--- src/rtl/ecc_pkg.sv ---
// Shared types, register offsets and helpers for the entropy collection controller.
package ecc_pkg;

    localparam int ECC_AW = 12;
    localparam logic [ECC_AW-1:0] OFF_CLEAR = 12'h004;
    localparam logic [ECC_AW-1:0] OFF_CTRL  = 12'h400;
    localparam logic [ECC_AW-1:0] OFF_SCNT  = 12'h404;
    localparam logic [ECC_AW-1:0] OFF_WORD0 = 12'h410;
    localparam int CTRL_BITS = 6;

    // Control field layout: bits [5:4] length, [3:2] speed, [1] enable, [0] start.
    typedef struct packed {
        logic [1:0] len;
        logic [1:0] speed;
        logic       enable;
        logic       start;
    } ecc_ctrl_t;

    // Reverse the byte order of a 32-bit word.
    function automatic logic [31:0] ecc_bswap(input logic [31:0] w);
        return {w[7:0], w[15:8], w[23:16], w[31:24]};
    endfunction

endpackage

--- src/rtl/ecc_ctrl.sv ---
// Control register with high-half write mask and self-clearing start flag.
// Assumes wr is a one-cycle commit strobe. A hardware clear of start
// (done, clear pulse, start without enable) wins over a same-cycle write.
module ecc_ctrl
    import ecc_pkg::*;
(
    input  logic                 clk,
    input  logic                 rst_n,
    input  logic                 wr,
    input  logic [CTRL_BITS-1:0] wval,
    input  logic [CTRL_BITS-1:0] wmask,
    input  logic                 clr,
    input  logic                 done,
    output ecc_ctrl_t            ctrl_q
);

    ecc_ctrl_t nxt;

    // Next value: masked merge of write data, then hardware clears of start.
    always_comb begin
        nxt = ctrl_q;
        if (wr) begin
            nxt = ecc_ctrl_t'((CTRL_BITS'(ctrl_q) & ~wmask) | (wval & wmask));
        end
        if (clr || done || (ctrl_q.start && !ctrl_q.enable)) begin
            nxt.start = 1'b0;
        end
    end

    // Register update.
    always_ff @(posedge clk) begin
        if (!rst_n) begin
            ctrl_q <= '0;
        end else begin
            ctrl_q <= nxt;
        end
    end

endmodule

--- src/rtl/ecc_sampler.sv ---
// Decimation timer and bit counter. While collect is high it raises capture
// once every max(smp_cnt,1) cycles and counts captured bits; done marks the
// capture that completes (len+1)*CHUNK_BITS bits. State resets whenever
// collect is low or clr pulses.
module ecc_sampler #(
    parameter int SCNT_W     = 16,
    parameter int CHUNK_BITS = 64,
    parameter int NWORDS     = 8
) (
    input  logic                      clk,
    input  logic                      rst_n,
    input  logic                      clr,
    input  logic                      collect,
    input  logic [SCNT_W-1:0]         smp_cnt,
    input  logic [1:0]                len,
    output logic                      capture,
    output logic                      done,
    output logic [$clog2(NWORDS)-1:0] widx
);

    localparam int TOTAL = NWORDS * 32;
    localparam int NB_W  = $clog2(TOTAL) + 1;
    localparam int IDX_W = $clog2(NWORDS);

    logic [SCNT_W-1:0] cnt_q;
    logic [SCNT_W-1:0] period;
    logic [NB_W-1:0]   nbits_q;
    logic [NB_W-1:0]   target;

    // Effective period (zero treated as one) and requested bit count.
    always_comb begin
        period  = (smp_cnt == '0) ? SCNT_W'(1) : smp_cnt;
        target  = NB_W'((int'(len) + 1) * CHUNK_BITS);
        capture = collect && (cnt_q >= period - SCNT_W'(1));
        done    = capture && (nbits_q >= target - NB_W'(1));
        widx    = nbits_q[5 +: IDX_W];
    end

    // Period counter and captured-bit counter.
    always_ff @(posedge clk) begin
        if (!rst_n || clr || !collect) begin
            cnt_q   <= '0;
            nbits_q <= '0;
        end else if (capture) begin
            cnt_q   <= '0;
            nbits_q <= nbits_q + NB_W'(1);
        end else begin
            cnt_q   <= cnt_q + SCNT_W'(1);
        end
    end

endmodule

--- src/rtl/ecc_store.sv ---
// Output word store. On capture the raw bit is shifted into the LSB of the
// selected word; other words hold. clr zeroes every word.
module ecc_store #(
    parameter int NWORDS = 8
) (
    input  logic                      clk,
    input  logic                      rst_n,
    input  logic                      clr,
    input  logic                      capture,
    input  logic [$clog2(NWORDS)-1:0] widx,
    input  logic                      raw_bit,
    output logic [NWORDS-1:0][31:0]   words
);

    for (genvar i = 0; i < NWORDS; i++) begin : g_word
        // Shift register for word i.
        always_ff @(posedge clk) begin
            if (!rst_n || clr) begin
                words[i] <= '0;
            end else if (capture && (int'(widx) == i)) begin
                words[i] <= {words[i][30:0], raw_bit};
            end
        end
    end

endmodule

--- src/rtl/entropy_collector.sv ---
// Top: register decode, sample-period register and read mux around the
// control, sampler and store blocks. Assumes a write commits on one edge
// with psel, penable and pwrite high; reads are combinational on paddr.
module entropy_collector
    import ecc_pkg::*;
#(
    parameter int SCNT_W     = 16,
    parameter int NWORDS     = 8,
    parameter int CHUNK_BITS = 64
) (
    input  logic              clk,
    input  logic              rst_n,
    input  logic              psel,
    input  logic              penable,
    input  logic              pwrite,
    input  logic [ECC_AW-1:0] paddr,
    input  logic [31:0]       pwdata,
    output logic [31:0]       prdata,
    input  logic              raw_bit,
    output logic [1:0]        osc_speed
);

    localparam int IDX_W = $clog2(NWORDS);

    logic                    wr_en, wr_ctrl, wr_scnt, clr_pulse;
    logic [SCNT_W-1:0]       smp_cnt_q;
    ecc_ctrl_t               ctrl_q;
    logic                    capture, done, collect;
    logic [IDX_W-1:0]        widx;
    logic [NWORDS-1:0][31:0] words;
    logic [ECC_AW-1:0]       woff;
    logic                    word_hit;
    logic [31:0]             wdata_unused;

    // Write strobes per register.
    always_comb begin
        wr_en        = psel && penable && pwrite;
        wr_ctrl      = wr_en && (paddr == OFF_CTRL);
        wr_scnt      = wr_en && (paddr == OFF_SCNT);
        clr_pulse    = wr_en && (paddr == OFF_CLEAR) && pwdata[0];
        collect      = ctrl_q.start && ctrl_q.enable;
        osc_speed    = ctrl_q.speed;
        wdata_unused = pwdata;
    end

    // Sample-period register.
    always_ff @(posedge clk) begin
        if (!rst_n) begin
            smp_cnt_q <= '0;
        end else if (wr_scnt) begin
            smp_cnt_q <= pwdata[SCNT_W-1:0];
        end
    end

    ecc_ctrl u_ctrl (
        .clk    (clk),
        .rst_n  (rst_n),
        .wr     (wr_ctrl),
        .wval   (pwdata[CTRL_BITS-1:0]),
        .wmask  (pwdata[16 +: CTRL_BITS]),
        .clr    (clr_pulse),
        .done   (done),
        .ctrl_q (ctrl_q)
    );

    ecc_sampler #(
        .SCNT_W     (SCNT_W),
        .CHUNK_BITS (CHUNK_BITS),
        .NWORDS     (NWORDS)
    ) u_sampler (
        .clk     (clk),
        .rst_n   (rst_n),
        .clr     (clr_pulse),
        .collect (collect),
        .smp_cnt (smp_cnt_q),
        .len     (ctrl_q.len),
        .capture (capture),
        .done    (done),
        .widx    (widx)
    );

    ecc_store #(
        .NWORDS (NWORDS)
    ) u_store (
        .clk     (clk),
        .rst_n   (rst_n),
        .clr     (clr_pulse),
        .capture (capture),
        .widx    (widx),
        .raw_bit (raw_bit),
        .words   (words)
    );

    // Read mux; unmapped and misaligned addresses return zero.
    always_comb begin
        woff     = paddr - OFF_WORD0;
        word_hit = (paddr >= OFF_WORD0) && (woff < ECC_AW'(NWORDS * 4)) && (paddr[1:0] == 2'b00);
        prdata   = '0;
        if (paddr == OFF_CTRL) begin
            prdata = {{(32-CTRL_BITS){1'b0}}, ctrl_q};
        end else if (paddr == OFF_SCNT) begin
            prdata = {{(32-SCNT_W){1'b0}}, smp_cnt_q};
        end else if (word_hit) begin
            prdata = ecc_bswap(words[woff[2 +: IDX_W]]);
        end
    end

endmodule

--- config.mk ---
export PLATFORM = sky130hd
export DESIGN_NAME = entropy_collector
export DESIGN_NICKNAME = d
export VERILOG_FILES = /design/src/rtl/ecc_pkg.sv /design/src/rtl/ecc_ctrl.sv /design/src/rtl/ecc_sampler.sv /design/src/rtl/ecc_store.sv /design/src/rtl/entropy_collector.sv
export SDC_FILE = /design/constraint.sdc
export NUM_CORES = 1
export LEC_CHECK = 0
export ABC_CLOCK_PERIOD_IN_PS = 8610
export BUFFER_PORTS_ARGS = -buffer_cell sky130_fd_sc_hd__buf_2
export CELL_PAD_IN_SITES_DETAIL_PLACEMENT = 1
export CELL_PAD_IN_SITES_GLOBAL_PLACEMENT = 1
export CORE_UTILIZATION = 39
export CTS_BUF_LIST = sky130_fd_sc_hd__clkbuf_8 sky130_fd_sc_hd__clkbuf_16
export CTS_CLUSTER_SIZE = 10
export DETAILED_ROUTE_END_ITERATION = 8
export GPL_TIMING_DRIVEN = 0
export PLACE_DENSITY = 0.67
export REMOVE_ABC_BUFFERS = 1
export SLEW_MARGIN = 20
export SYNTH_ARGS = -nofsm -noshare
export SYNTH_HDL_FRONTEND = slang
export SYNTH_SLANG_ARGS = --single-unit
--- constraint.sdc ---
create_clock -name clk -period 8.61 [get_ports clk]
set_input_delay 1.2915 -clock clk [delete_from_list [all_inputs] [get_ports clk]]
set_output_delay 1.2915 -clock clk [all_outputs]
set_load 0.03 [all_outputs]
==> results_dict.tcl <==
set metrics [dict create \
    wl_microns 35800 \
    fin_crit_ns 6.10 \
    r2r_setup_slack_ns 3.01 \
    setup_viol 0 \
    synth_cells 1342 \
    endpoint_kind "output pin" \
    finClkSkew_ns 0.00925 \
    routabilityCongestion 0.768 \
    reg2reg_depth 20 \
    grtUsageTotal_pct 20.2 \
    rsz0062_at_grt "false" \
    grt_overflow 0 \
    die_w_microns 191 \
    core_sq_mm 0.0348 \
    post_cts_buffers 0 \
    firstDrtPassIters 4 \
    crit_required_ns 7.32 \
    seq_area_frac_synth_pct 43.7 \
    grt_max_degree 43 \
    synth_seq_cells 303 \
    drv_slew 0 \
    grt_pass1_wl_microns 57900 \
    yosysTopAreaCellShare_pct 43.7 \
    slowest_delay_ns 0.68 \
    route.antenna.remaining_nets 0 \
    whs_endpoint "u_store.words[95]" \
    antenna_found_initial 0 \
    pin_count 84 \
    worst_pin_slew_ns 1.01 \
    regToRegEndpoint "u_store.words[38]" \
    hp-class "reg2reg" \
    hold_violations 0 \
    io_buffers 73 \
    synth_edf_count 0 \
    drc_errors 0 \
    cts.sinks 303 \
    grt_pass1_vias 11100 \
    fill_cells 3822 \
    cts_resized 0 \
    cts_max_level 2 \
    syn_to_final_growth_pct 17.1 \
    max_slew_margin_pct 32.1 \
    ir_drop_mv 0.154 \
    die_h_microns 191 \
    critical_path_buf_inv_count 3 \
    clk_pin_slew_ns 0.06 \
    maxCapViolations 0 \
    netlist_area_sq_mm 0.0139 \
    rows 68 \
    antennaDiodeCount 0 \
    p_leak_nw 5.53 \
    drtIter0Drc 266 \
    r2r_start "smp_cnt_q[8]" \
    clockBufferDepth 3 \
    cts_root_buf "clkbuf_16" \
    synth_ff_type "dfxtp_1" \
    avgSynthCellArea_sq_um 10.3 \
    synthTopCellsByArea "dfxtp_1, mux2i_1, mux4_2" \
    async_flop_share_pct 0 \
    whs_ns 0.457 \
    routedWlPerCell_microns 19.0 \
    hpwl_microns 26900 \
    critical-path-top-delay-family "simple AND/OR/NAND/NOR gates" \
    fin_nets 1483 \
    start_util_pct 39.9 \
    holdPathStages 2 \
    num_vias 10100 \
    drive_gt1_share_pct 17.8 \
    yosysMostFrequentCell "nand2_1" \
    status "completed" \
    cts_tree "built" \
    clk_latency_ns 0.52 \
    ys_top_cells_by_count "nand2_1, dfxtp_1, mux2i_1" \
    start_kind "primary input" \
    ys_warn_count 0 \
    detail_route.vias_per_cell 5.38 \
    fmax_ghz 0.164 \
    path_cells "buf_2, inv_2, ha_1, nor4b_1, nand3_1, nor2_2, nand2_1, o21ai_0, mux2_2, buf_2" \
    worstSetupPathType "in2out" \
    path_max_fanout 33 \
    die-area_sq_mm 0.0364 \
    place_inst 1827 \
    cts_hold_buf 0 \
    fin_crit_sh_pct 70.8 \
    hp-start "u_store.words[95]" \
    crit_slowest_cell "inv_2" \
    numCtsBuffers 37 \
    final_cells 1879 \
    power_density_mw_per_mm2 179 \
    crit_top_cell "buf_2" \
    synth_area_leader_cell "dfxtp_1" \
    synth.distinct_cells 48 \
    arrival_ns 4.81 \
]
## worst max-delay path by stage
| stage | from | endpoint | slack, ns | cells after the start |
|---|---|---|---|---|
| detailed placement | paddr[4] | prdata[3] | 2.50 | 10 |
| floorplan | paddr[4] | u_store.words[0] | -5.48 | 6 |
| global route | paddr[4] | prdata[3] | 2.20 | 10 |
| finish | paddr[4] | prdata[3] | 2.51 | 10 |
| global placement | paddr[3] | u_store.words[64] | -15.45 | 5 |
| CTS | paddr[4] | prdata[3] | 2.48 | 10 |
## cell usage in the layout, fill, tap and decap left out, types with 3 or more instances in the layout
cell type  count
or3_1          7
nor4_4         4
dfxtp_1      303
clkbuf_8       5
mux2_2         3
nand2_1      327
buf_8         15
clkbuf_16     38
nor4_1         6
a21oi_1       34
buf_2         71
inv_1         21
xnor2_1       13
buf_4         10
nor4b_1        3
xor2_1        15
nand4_1        6
a2bb2oi_1      3
or4_1          4
buf_6         16
o21ai_0       21
mux2i_1      294
ha_1          22
o31ai_1        3
buf_16        10
nor2_1        44
nor3_4         3
and3_1         6
nand3_1       16
mux4_2        64
nor3_1        10
## cell families after synthesis
logic type,share of synthesized area [%]
AOI/OAI and AO/OA,3.19
xor gates and xnor gates,1.77
and+or+nand+nor,13.9
adders and majority gates,1.98
buffers and inverters,3.69
DFF,43.7
muxes,31.8
## registers in the layout, summed over array words and instances (netlist names), named ones only
register and cells:
u_store.words 256, smp_cnt_q 16, u_sampler.cnt_q 16, u_sampler.nbits_q 9
## report_power, final
part	total, mW	internal, mW	switching (mW)
Combinational	0.0916	0.0371	0.0544
Sequential	1.40	1.40	0.00000427
Clock	1.42	0.834	0.582
Total	2.91	2.27	0.636
## layout make-up
cell class	count	area, sq um	area share (%)
clock buffer	43	1020	6.27
clock inverter	9	62.6	0.385
inverter	15	56.3	0.346
multi-input combinational	932	7370	45.4
sequential	303	6070	37.3
tap	455	569	3.50
timing repair buffer	122	1110	6.83
## metal layers
layer	vias up	track usage [%]	wire length, microns
met4	0	6.74	977
met3	49	2.72	1240
met1	5070	24.0	15300
met5	-	0	0
li1	4841	-	-
met2	157	37.0	18200
## per-stage QoR
stage          power, mW  TNS [ns]  util, %  worst slack [ns]  area, sq um
2_1_floorplan       1.47  -1197.04        -             -5.48        13400
5_1_grt             3.01         0     46.7              2.20        16300
6_report            2.91         0     46.7              2.51        16300
3_5_place_dp        1.53         0     43.6              2.50        15200
4_1_cts             2.95         0     46.7              2.48        16300
3_3_place_gp        1.51  -3577.82     41.3            -15.45        14400
## worst reg2reg max path, stage by stage, from the launching register on
cell and delay, ns:
dfxtp_1 0.40, or4_1 0.63, or4_1 0.47, nor3_2 0.22, a21oi_1 0.14, ha_1 0.22
nor3b_1 0.18, nand2_1 0.18, nor3_1 0.08, xnor2_1 0.15, ha_1 0.30, nand4_1 0.13
a2111oi_2 0.41, o31ai_4 0.14, buf_6 0.18, buf_8 0.16, nor3b_2 0.66, buf_6 0.26
buf_4 0.21, buf_4 0.21, mux2i_1 0.19
Note: power is estimated with default switching activity, not from simulation.
